--- src/rtl/qdac_pkg.sv ---
package qdac_pkg;
  localparam int unsigned QD_CHANNELS   = 4;
  localparam int unsigned QD_CODE_W     = 10;
  localparam int unsigned QD_UNARY_BITS = 4;

  typedef enum logic [1:0] {
    PWR_ACTIVE = 2'd0,
    PWR_SLEEP  = 2'd1,
    PWR_OFF    = 2'd2
  } pwr_state_t;

  function automatic pwr_state_t pwr_of(input logic sleep, input logic off);
    if (off)        return PWR_OFF;
    else if (sleep) return PWR_SLEEP;
    else            return PWR_ACTIVE;
  endfunction
endpackage

--- src/rtl/qdac_latch1.sv ---
module qdac_latch1 #(
  parameter int unsigned W = 10
) (
  input  logic         clk,
  input  logic         rst,
  input  logic [W-1:0] d,
  output logic [W-1:0] q
);
  // first rank keeps sampling even while the channel is powered down
  always_ff @(posedge clk) begin
    if (rst) q <= '0;
    else     q <= d;
  end
endmodule

--- src/rtl/qdac_therm_dec.sv ---
module qdac_therm_dec #(
  parameter int unsigned IN_W = 4,
  localparam int unsigned LINES = (1 << IN_W) - 1
) (
  input  logic [IN_W-1:0]  val,
  output logic [LINES-1:0] therm
);
  // line i is on when the field value exceeds i
  for (genvar i = 0; i < LINES; i++) begin : g_line
    assign therm[i] = (val > IN_W'(i));
  end
endmodule

--- src/rtl/qdac_latch2.sv ---
module qdac_latch2
  import qdac_pkg::*;
#(
  parameter int unsigned SEG_W = 15,
  parameter int unsigned BIN_W = 6
) (
  input  logic             clk,
  input  logic             rst,
  input  pwr_state_t       pwr,
  input  logic [SEG_W-1:0] seg_d,
  input  logic [BIN_W-1:0] bin_d,
  output logic [SEG_W-1:0] seg_q,
  output logic [BIN_W-1:0] bin_q,
  output logic             en_q
);
  always_ff @(posedge clk) begin
    if (rst) begin
      seg_q <= '0;
      bin_q <= '0;
      en_q  <= 1'b0;
    end else if (pwr == PWR_ACTIVE) begin
      seg_q <= seg_d;
      bin_q <= bin_d;
      en_q  <= 1'b1;
    end else begin
      seg_q <= '0;
      bin_q <= '0;
      en_q  <= 1'b0;
    end
  end
endmodule

--- src/rtl/quad_seg_dac_dec.sv ---
module quad_seg_dac_dec
  import qdac_pkg::*;
#(
  parameter int unsigned CHANNELS   = QD_CHANNELS,
  parameter int unsigned CODE_W     = QD_CODE_W,
  parameter int unsigned UNARY_BITS = QD_UNARY_BITS,
  localparam int unsigned BIN_W     = CODE_W - UNARY_BITS,
  localparam int unsigned SEG_W     = (1 << UNARY_BITS) - 1
) (
  input  logic                      clk,
  input  logic                      rst,
  input  logic [CHANNELS*CODE_W-1:0] code_in,
  input  logic [CHANNELS-1:0]        chan_sleep,
  input  logic                      all_off,
  output logic [CHANNELS*SEG_W-1:0]  seg_on,
  output logic [CHANNELS*BIN_W-1:0]  bin_on,
  output logic [CHANNELS-1:0]        chan_en,
  output logic                      ref_alive
);
  for (genvar c = 0; c < CHANNELS; c++) begin : g_ch
    logic [CODE_W-1:0] held;
    logic [SEG_W-1:0]  therm;
    pwr_state_t        pwr;

    qdac_latch1 #(.W(CODE_W)) u_l1 (
      .clk (clk),
      .rst (rst),
      .d   (code_in[c*CODE_W +: CODE_W]),
      .q   (held)
    );

    qdac_therm_dec #(.IN_W(UNARY_BITS)) u_dec (
      .val   (held[CODE_W-1 -: UNARY_BITS]),
      .therm (therm)
    );

    assign pwr = pwr_of(chan_sleep[c], all_off);

    qdac_latch2 #(.SEG_W(SEG_W), .BIN_W(BIN_W)) u_l2 (
      .clk   (clk),
      .rst   (rst),
      .pwr   (pwr),
      .seg_d (therm),
      .bin_d (held[BIN_W-1:0]),
      .seg_q (seg_on[c*SEG_W +: SEG_W]),
      .bin_q (bin_on[c*BIN_W +: BIN_W]),
      .en_q  (chan_en[c])
    );
  end

  always_ff @(posedge clk) begin
    if (rst) ref_alive <= 1'b0;
    else     ref_alive <= ~all_off;
  end
endmodule

--- config.mk ---
export PLATFORM = sky130hd
export DESIGN_NAME = quad_seg_dac_dec
export DESIGN_NICKNAME = d
export VERILOG_FILES = /design/src/rtl/qdac_pkg.sv /design/src/rtl/qdac_latch1.sv /design/src/rtl/qdac_therm_dec.sv /design/src/rtl/qdac_latch2.sv /design/src/rtl/quad_seg_dac_dec.sv
export SDC_FILE = /design/constraint.sdc
export NUM_CORES = 1
export LEC_CHECK = 0
export BUFFER_PORTS_ARGS = -buffer_cell sky130_fd_sc_hd__buf_2
export CAP_MARGIN = 20
export CORE_MARGIN = 1.5
export CORE_UTILIZATION = 49
export DETAILED_ROUTE_END_ITERATION = 10
export PLACE_DENSITY_LB_ADDON = 0.12
export SLEW_MARGIN = 20
export SYNTH_ARGS = -nofsm -noshare
export SYNTH_HDL_FRONTEND = slang
export SYNTH_SLANG_ARGS = --single-unit
--- constraint.sdc ---
create_clock -name clk -period 3.35 [get_ports clk]
set_input_delay 1.005 -clock clk [delete_from_list [all_inputs] [get_ports clk]]
set_output_delay 1.005 -clock clk [all_outputs]
set_load 0.02 [all_outputs]
==> results of run 1 <==
[layout make-up]
| cell class | instances | area, um2 | share of cell area |
|---|---|---|---|
| clock buffers | 22 | 463 | 0.0946 |
| clock inverters | 10 | 85.1 | 0.0174 |
| diodes | 1 | 2.50 | 0.000511 |
| multi-input cells | 167 | 915 | 0.187 |
| repair buffers | 136 | 683 | 0.140 |
| inverters | 11 | 41.3 | 0.00843 |
| well taps | 99 | 124 | 0.0253 |
| flip-flops and latches | 129 | 2580 | 0.527 |
[per-stage QoR]
stage / instance area [um2] / power (W) / cells / worst slack (ns)
2_1_floorplan: 3660 / 0.00172 / 329 / 1.45
3_3_place_gp: 4350 / 0.00177 / 542 / 0.832
3_5_place_dp: 4350 / 0.00178 / 542 / 0.785
4_1_cts: 4890 / 0.00341 / 574 / 1.26
5_1_grt: 4890 / 0.00352 / 574 / 1.14
6_report: 4900 / 0.00338 / 575 / 1.29
[worst max-delay path by stage]
stage / start / slack (ns) / end / cells past startpoint
floorplan: rst / 1.45 / g_ch[1].u_l2.seg_q[13] / 4
global route: rst / 1.14 / g_ch[0].u_l2.bin_q[2] / 4
global placement: rst / 0.83 / g_ch[0].u_l2.bin_q[1] / 4
finish: rst / 1.29 / g_ch[0].u_l2.bin_q[0] / 4
CTS: rst / 1.26 / g_ch[0].u_l2.bin_q[0] / 4
detailed placement: rst / 0.78 / g_ch[0].u_l2.bin_q[3] / 4
[Yosys cell counts]
library cell and instances:
a21oi_1 25, and2_1 24, and3_1 3, buf_1 4, buf_2 3, buf_4 4, buf_6 3, clkbuf_1 8
dfxtp_1 129, inv_1 9, inv_2 2, nand2_1 7, nand3_1 4, nor2_1 34, nor2b_1 40, nor3_1 15
nor3_2 1, nor4_1 1, nor4b_2 1, o21a_1 1, o21ai_0 4, o31a_1 1, or3_1 3, or3_4 1
or4b_1 1, or4b_4 1
[power by group through the flow]
stage / Clock [W] / Sequential (W) / Combinational (W)
5_1_grt: 0.00175 / 0.00161 / 0.000154
2_1_floorplan: 0 / 0.00165 / 0.0000760
3_3_place_gp: 0 / 0.00164 / 0.000137
6_report: 0.00164 / 0.00161 / 0.000138
4_1_cts: 0.00167 / 0.00160 / 0.000140
3_5_place_dp: 0 / 0.00164 / 0.000139
[sequential cells by signal, summed over array words and instances, names as in the netlist]
name and flops:
g_ch.u_l2.seg_q 60, g_ch.u_l2.en_q 4, g_ch.u_l1.q 40, ref_alive 1, g_ch.u_l2.bin_q 24
[logic make-up after synthesis]
family,count (synthesis)
buffers and inverters,33
AND/OR/NAND/NOR,136
AO/OA/AOI/OAI,31
flip-flops,129
[cell usage in the layout (no fill, tap or decap), types with 2 or more instances in the layout]
cell type and instances:
clkinvlp_4 4, clkinv_2 5, clkbuf_16 16, a21oi_1 25, nand2_1 7, buf_2 135
inv_2 2, dfxtp_1 129, nand3_1 4, o21ai_0 4, inv_1 9, clkbuf_1 2
or3_1 3, nor2_1 34, and2_1 24, clkbuf_8 4, nor3_1 15, nor2b_1 40
and3_1 3
[worst reg2reg max path: cells and delay by family, from the launching register on]
kind | cells | cell delay (ns)
and+or+nand+nor | 2 | 0.66
buffers and inverters | 1 | 0.07
DFF | 1 | 0.42
[layer usage]
metal,wire length [um],GRT usage
met1,2680,0.191
met4,75,0.0783
met3,529,0.0933
met2,3090,0.256
met5,0,0
==> summary.md, run 1 <==
| Metric | Value |
|---|---|
| Endpoints failing setup | `0` |
| CP cell instances | `buf_2, or3_1, inv_1, and2_1` |
| Switching part of the total | `0.210` |
| Reg2reg start | `g_ch[1].u_l1.q[9]` |
| Largest net degree at the start of global routing | `37` |
| Synthesized flop and latch total | `roughly 130` |
| Worst IR drop on VDD | `approximately 0.38 mV` |
| Required time of the critical path | `3.73 ns` |
| Die area | `between 8000 and 9000 um2` |
| Synthesized net count | `about 380` |
| TritonRoute pass-1 iters | `4` |
| Synth warnings | `0` |
| Simple-Gate Fraction of Synth Area | `0.206` |
| CTS tree | `yes` |
| Period minus WS final | `roughly 2 ns` |
| PostCTS Resize Cnt | `0` |
| Clock group share of total power | `0.485` |
| Std cell rows | `31` |
| Post-CTS Setup Inserts | `0` |
| Critical path endpoint category | `flip-flop` |
| WP buf/inv | `2` |
| Post-synthesis mux area share | `0` |
| Worst path slowest cell | `or3_1` |
| Hold Crit Class | `flip-flop to flip-flop` |
| Measured slew at the worst slew-check pin | `0.622 ns` |
| Crit path launch type | `input port` |
| Drt wl/cell | `about 11 um` |
| R2R cell count | `3` |
| Fin Hold WS | `between 0.4 and 0.5 ns` |
| Post-DP HPWL | `roughly 4.3 mm` |
| Final nets | `approximately 510` |
| Global route overflow | `0` |
| Sequential share of power | `0.474` |
| Total CTS buffers | `17` |
| GP Congestion | `between 0.7 and 0.8` |
| Post-synthesis cell area | `3660 um2` |
| CP Data Arrival Time | `2.44 ns` |
| Hold-fix buffers at CTS | `0` |
| Final worst-path cycle share | `0.614` |
| Syn avg cell area | `between 10 and 15 um2` |
| Setup Skew | `roughly 0.008 ns` |
| Utilization after layout | `0.675` |
| Core area | `roughly 7300 um2` |
| Largest family of logic cells by synthesized area | `simple AND/OR/NAND/NOR gates` |
| Clock sinks | `between 100 and 150` |
| CP max FO | `36` |
| Slew headroom | `0.585` |
| Reg2reg end | `g_ch[1].u_l2.seg_q[13]` |
| DR DRC count | `0` |
| Number of fill cells in the layout | `between 500 and 600` |
| Hold Vio Cnt, Final | `0` |
| RSZ-0062 raised after global routing | `false` |
| Syn Inst Count | `roughly 330` |
| Xor/xnor cell area share of the yosys netlist | `0` |
| H-Tree Depth | `4` |
| Top cell family by delay on the critical path | `simple AND/OR/NAND/NOR gates` |
| CTS root buf | `clkbuf_8` |
| Post-synthesis compound-gate area fraction | `0.0441` |
| Status | `completed` |
| Die width | `~89 um` |
| Worst Setup Path Type | `input port to flip-flop` |
| Internal power | `about 0.0027 W` |
| Global-route wire length before repair | `9.70 mm` |
| Share of cells above drive strength 1 | `0.362` |
| Setup TNS | `0 ns` |
| Worst path max stage delay | `roughly 0.53 ns` |
| PortBufs | `about 140` |
| Post-synthesis adder-cell area fraction | `0` |
| PwrDens | `about 700 nW/um2` |
| Hold_sp | `g_ch[0].u_l1.q[4]` |
| DIE HEIGHT | `a little under 90 um` |
| Share of the synthesized area in the top cell type | `0.705` |
| Buffer levels on the longest clock path | `2` |
| Vias in the first global route | `2161` |
| Static Leak | `2.35 nW` |
| Initial cell density of the core | `0.505` |
| Initial antenna violation count | `0` |
| R2R setup slack | `roughly 2.2 ns` |
| GRT Overall Usage | `0.167` |
| Fmax achieved | `slightly below 0.5 GHz` |
| Post-Route WL | `6.37 mm` |
| DR vias | `roughly 2.5k` |
| Clk slew on worst S/H paths | `around 0.060 ns` |
| Area growth syn-to-layout | `33.7%` |
| Cell accounting for the most synthesized area | `dfxtp_1` |
| Max-cap viol count | `0` |
| Synth area leaders | `dfxtp_1 71%, nor2b_1 6.8%, and2_1 4.1%` |
| ANT nets after route | `0` |
| Synth unique cells | `26` |
| Sequential fraction of the synthesis area | `0.705` |
| Clock Latency Late Sink | `between 0.4 and 0.5 ns` |
| Net Switching | `~0.00071 W` |
| Ports | `between 100 and 150` |
| Vias/cell | `about 4.3` |
| Fin. max-slew vios | `0` |
| Initial drt markers | `59` |
| Logic pwr share | `0.041` |
| Hold EP | `g_ch[0].u_l2.bin_q[4]` |
| Hold Crit Depth | `1` |
No activity file was read; power rests on OpenSTA's default activity.
==> run 2: changes to the inputs <==
- ABC_AREA: default -> 1
- CORE_UTILIZATION: 49 -> 48
- clock period: 3.35 -> 2 ns (I/O delays scaled with it)
==> run 2 against run 1 <==
Utilization down 0.86 points. Flip-flop and latch count unchanged. Final area up 4.1%. Sequential power grew 67%. Sequential share of layout area down 2.1 points. Largest cell class unchanged. Clock power is 98% higher. First-iteration DRC count up 27%. Non-clock buffer count is the same.
==> summary.md, run 2 <==
| Metric | Value |
|---|---|
| Worst Setup Path Type | `flip-flop to primary output` |
| Met1 WL | `2.84 mm (+5.9%)` |
| Share of the synthesized area in the top cell type | `0.690 (-0.0153)` |
| Setup TNS | `0 ns (unchanged)` |
| Hold Crit Class | `input port to flip-flop` |
| Logic pwr share | `0.042 (about the same)` |
| Post-synthesis adder-cell area fraction | `0 (unchanged)` |
| Reg2reg start | `g_ch[1].u_l1.q[9]` |
| DR DRC count | `0 (unchanged)` |
| Post-synthesis cell area | `3740 um2 (+2.2%)` |
| GRT Overall Usage | `0.179 (+0.0113)` |
| PortBufs | `135 (unchanged)` |
| Final Cell Area | `5100 um2 (+4.1%)` |
| Global route overflow | `0 (unchanged)` |
| Prevailing post-synth register cell | `dfxtp_1` |
| CP max FO | `1 (-97%)` |
| Diode count | `0 (-1)` |
| Initial drt markers | `75 (+27%)` |
| Hold Crit Depth | `3 (+2)` |
| Reg area | `2580 um2 (unchanged)` |
| Internal power | `0.00492 W (+84%)` |
| Top cell family by delay on the critical path | `flip-flops` |
| Clock group share of total power | `0.524 (+0.039)` |
| Synthesized flop and latch total | `129 (unchanged)` |
| Worst path slowest cell | `dfxtp_1` |
| Synth unique cells | `17 (-35%)` |
| Placed insts | `628 (+16%)` |
| Setup Skew | `0.00807 ns (-0.000149 ns)` |
| Measured slew at the worst slew-check pin | `0.415 ns (-0.207 ns)` |
| Largest family of logic cells by synthesized area | `simple AND/OR/NAND/NOR gates` |
| Dpl cell area | `4460 um2 (+2.6%)` |
| Most frequent cells in the layout | `135 x buf_2, 129 x dfxtp_1, 110 x nor2_1, 87 x inv_1, 23 x a21oi_1` |
| Sequential share of power | `0.434 (-0.040)` |
| Async set-reset flop share out of synthesis | `0 (unchanged)` |
| Global-route wire length before repair | `11.4 mm (+17%)` |
| PwrDens | `1210 nW/um2 (+76%)` |
| Post-DP HPWL | `4.70 mm (+8.1%)` |
| DR vias | `2788 (+12%)` |
| Worst IR drop on VDD | `0.720 mV (+90%)` |
| TritonRoute pass-1 iters | `4 (unchanged)` |
| DR top layer | `met4` |
| WP buf/inv | `1 (-1)` |
| Largest regs | `g_ch.u_l2.seg_q: 60 flops, g_ch.u_l1.q: 40 flops, g_ch.u_l2.bin_q: 24 flops` |
| Fin cells | `659 (+15%)` |
| Synth warnings | `0 (unchanged)` |
| Area occupied by multi-input gates | `727 um2 (-21%)` |
| Switching part of the total | `0.204 (-0.00521)` |
| Post-Route WL | `6.79 mm (+6.5%)` |
| Static Leak | `2.73 nW (+16%)` |
| Area growth syn-to-layout | `36.1%` |
| ANT nets after route | `0 (unchanged)` |
| Status | `completed` |
| Vias/cell | `4.23 (-2.2%)` |
| Syn avg cell area | `9.15 um2 (-18%)` |
| R2R setup slack | `1.05 ns (-1.10 ns)` |
| Syn Inst Count | `409 (+24%)` |
| CTS root buf | `clkbuf_8` |
| Register with the most flip-flops | `g_ch.u_l2.seg_q` |
| Synth area leaders | `dfxtp_1 69%, nor2_1 11%, inv_1 8.7%` |
| Hold_sp | `code_in[25]` |
| Core area | `7650 um2 (+5.4%)` |
| Met3 WL | `582 um (+10%)` |
| Initial cell density of the core | `0.490 (-0.0154)` |
| Largest net degree at the start of global routing | `41 (+11%)` |
| Net Switching | `0.00126 W (+78%)` |
| Cell accounting for the most synthesized area | `dfxtp_1` |
| Number of flip-flops in the largest register | `60 (unchanged)` |
| Crit path launch type | `flip-flop` |
| CP cell instances | `buf_2` |
| Share of cells above drive strength 1 | `0.318 (-0.0443)` |
| Drt wl/cell | `10.3 um (-7.1%)` |
| Total CTS buffers | `17 (unchanged)` |
| Max-cap viol count | `0 (unchanged)` |
| Commonest non-fill, non-tap cell in the layout | `buf_2` |
| EDFF count, synth | `0 (unchanged)` |
| Total Power | `0.00619 W (+83%)` |
| Initial antenna violation count | `0 (unchanged)` |
| Reg2reg end | `g_ch[1].u_l2.seg_q[14]` |
| Commonest cells post-synth | `129 x dfxtp_1, 110 x nor2_1, 87 x inv_1` |
| Period minus WS final | `1.60 ns` |
| Synthesized net count | `456 (+21%)` |
| Hold-fix buffers at CTS | `0 (unchanged)` |
| Final worst-path cycle share | `0.799` |
| Endpoints failing setup | `0 (unchanged)` |
| Clock sinks | `129 (unchanged)` |
| Std cell rows | `32 (+3.2%)` |
| Vias in the first global route | `2665 (+23%)` |
| PostCTS Resize Cnt | `0 (unchanged)` |
| Ports | `136 (unchanged)` |
| Required time of the critical path | `1.40 ns (-2.33 ns)` |
| Slew headroom | `0.723 (+0.137)` |
| RSZ-0062 raised after global routing | `false` |
| R2R cell count | `2 (-1)` |
| Routed length on met2 | `3.28 mm (+6.2%)` |
| Simple-Gate Fraction of Synth Area | `0.162 (-0.0436)` |
| CP Data Arrival Time | `1.00 ns (-1.44 ns)` |
| Fin. max-slew vios | `0 (unchanged)` |
| GP Congestion | `0.773 (-2.7%)` |
| Xor/xnor cell area share of the yosys netlist | `0 (unchanged)` |
| Hold Vio Cnt, Final | `0 (unchanged)` |
| Final nets | `592 (+16%)` |
| DIE HEIGHT | `91.3 um (+2.1%)` |
| Number of fill cells in the layout | `651 (+11%)` |
| Fmax achieved | `0.626 GHz` |
| Die area | `8340 um2 (+4.2%)` |
| Clk slew on worst S/H paths | `0.06 ns (about the same)` |
| Post-synthesis mux area share | `0 (unchanged)` |
| Post-synthesis compound-gate area fraction | `0.0321 (-0.0120)` |
| Post-CTS Setup Inserts | `0 (unchanged)` |
| Most frequent cell after synthesis | `dfxtp_1` |
| Buffer levels on the longest clock path | `2 (unchanged)` |
| Hold EP | `g_ch[2].u_l1.q[5]` |
| CTS tree | `yes` |
| Clock Latency Late Sink | `0.50 ns (about the same)` |
| Worst path max stage delay | `0.33 ns (-0.20 ns)` |
| Sequential fraction of the synthesis area | `0.690 (-0.0153)` |
| H-Tree Depth | `4 (unchanged)` |
| Critical path endpoint category | `primary output` |
| Die width | `91.3 um (+2.1%)` |
[run 2: final cells by class]
class	instances	share of cell area
Clock buffer	18	0.0840
Timing Repair Buffer	136	0.134
Tap cell	102	0.0250
Sequential cell	129	0.507
Multi-Input combinational cell	171	0.143
Clock inverter	13	0.0412
Inverter	90	0.0663
[run 2: worst max path at each step]
stage | start | to | slack (ns) | cells after the start
2_1_floorplan | rst | g_ch[0].u_l2.seg_q[5] | 0.67 | 5
3_3_place_gp | all_off | g_ch[1].u_l2.seg_q[2] | 0.42 | 6
3_5_place_dp | all_off | g_ch[1].u_l2.seg_q[2] | 0.38 | 6
4_1_cts | g_ch[3].u_l2.seg_q[3] | seg_on[48] | 0.37 | 1
5_1_grt | g_ch[1].u_l2.seg_q[6] | seg_on[21] | 0.36 | 1
6_report | g_ch[2].u_l2.seg_q[9] | seg_on[39] | 0.40 | 1
[run 2: cells by family (layout without fill, tap and decap cells)]
logic type | count (synthesis) | after routing
flip-flops | 129 | 129
AND/OR/NAND/NOR | 147 | 147
AO/OA/AOI/OAI | 24 | 24
buffers and inverters | 109 | 257
[run 2: power by group through the flow]
| stage | clock, W | sequential [W] | combinational, W |
|---|---|---|---|
| final | 0.00324 | 0.00269 | 0.000260 |
| after global routing | 0.00343 | 0.00269 | 0.000296 |
| after CTS | 0.00331 | 0.00269 | 0.000265 |
| after detailed placement | 0 | 0.00274 | 0.000262 |
| after global placement | 0 | 0.00274 | 0.000259 |
| after floorplan | 0 | 0.00276 | 0.000142 |
[run 2: through the flow]
step	util	setup WS, ns	hold slack, ns
floorplan	-	0.671	0.394
global placement	0.583	0.423	0.395
detailed placement	0.583	0.379	0.401
CTS	0.666	0.369	0.272
global route	0.666	0.356	0.284
finish	0.666	0.401	0.291
[run 2: layer usage]
metal / global-route usage / vias to the layer above
li1: - / 1456
met1: 0.197 / 1227
met2: 0.288 / 95
met3: 0.0854 / 10
met4: 0.0859 / 0
met5: 0 / -
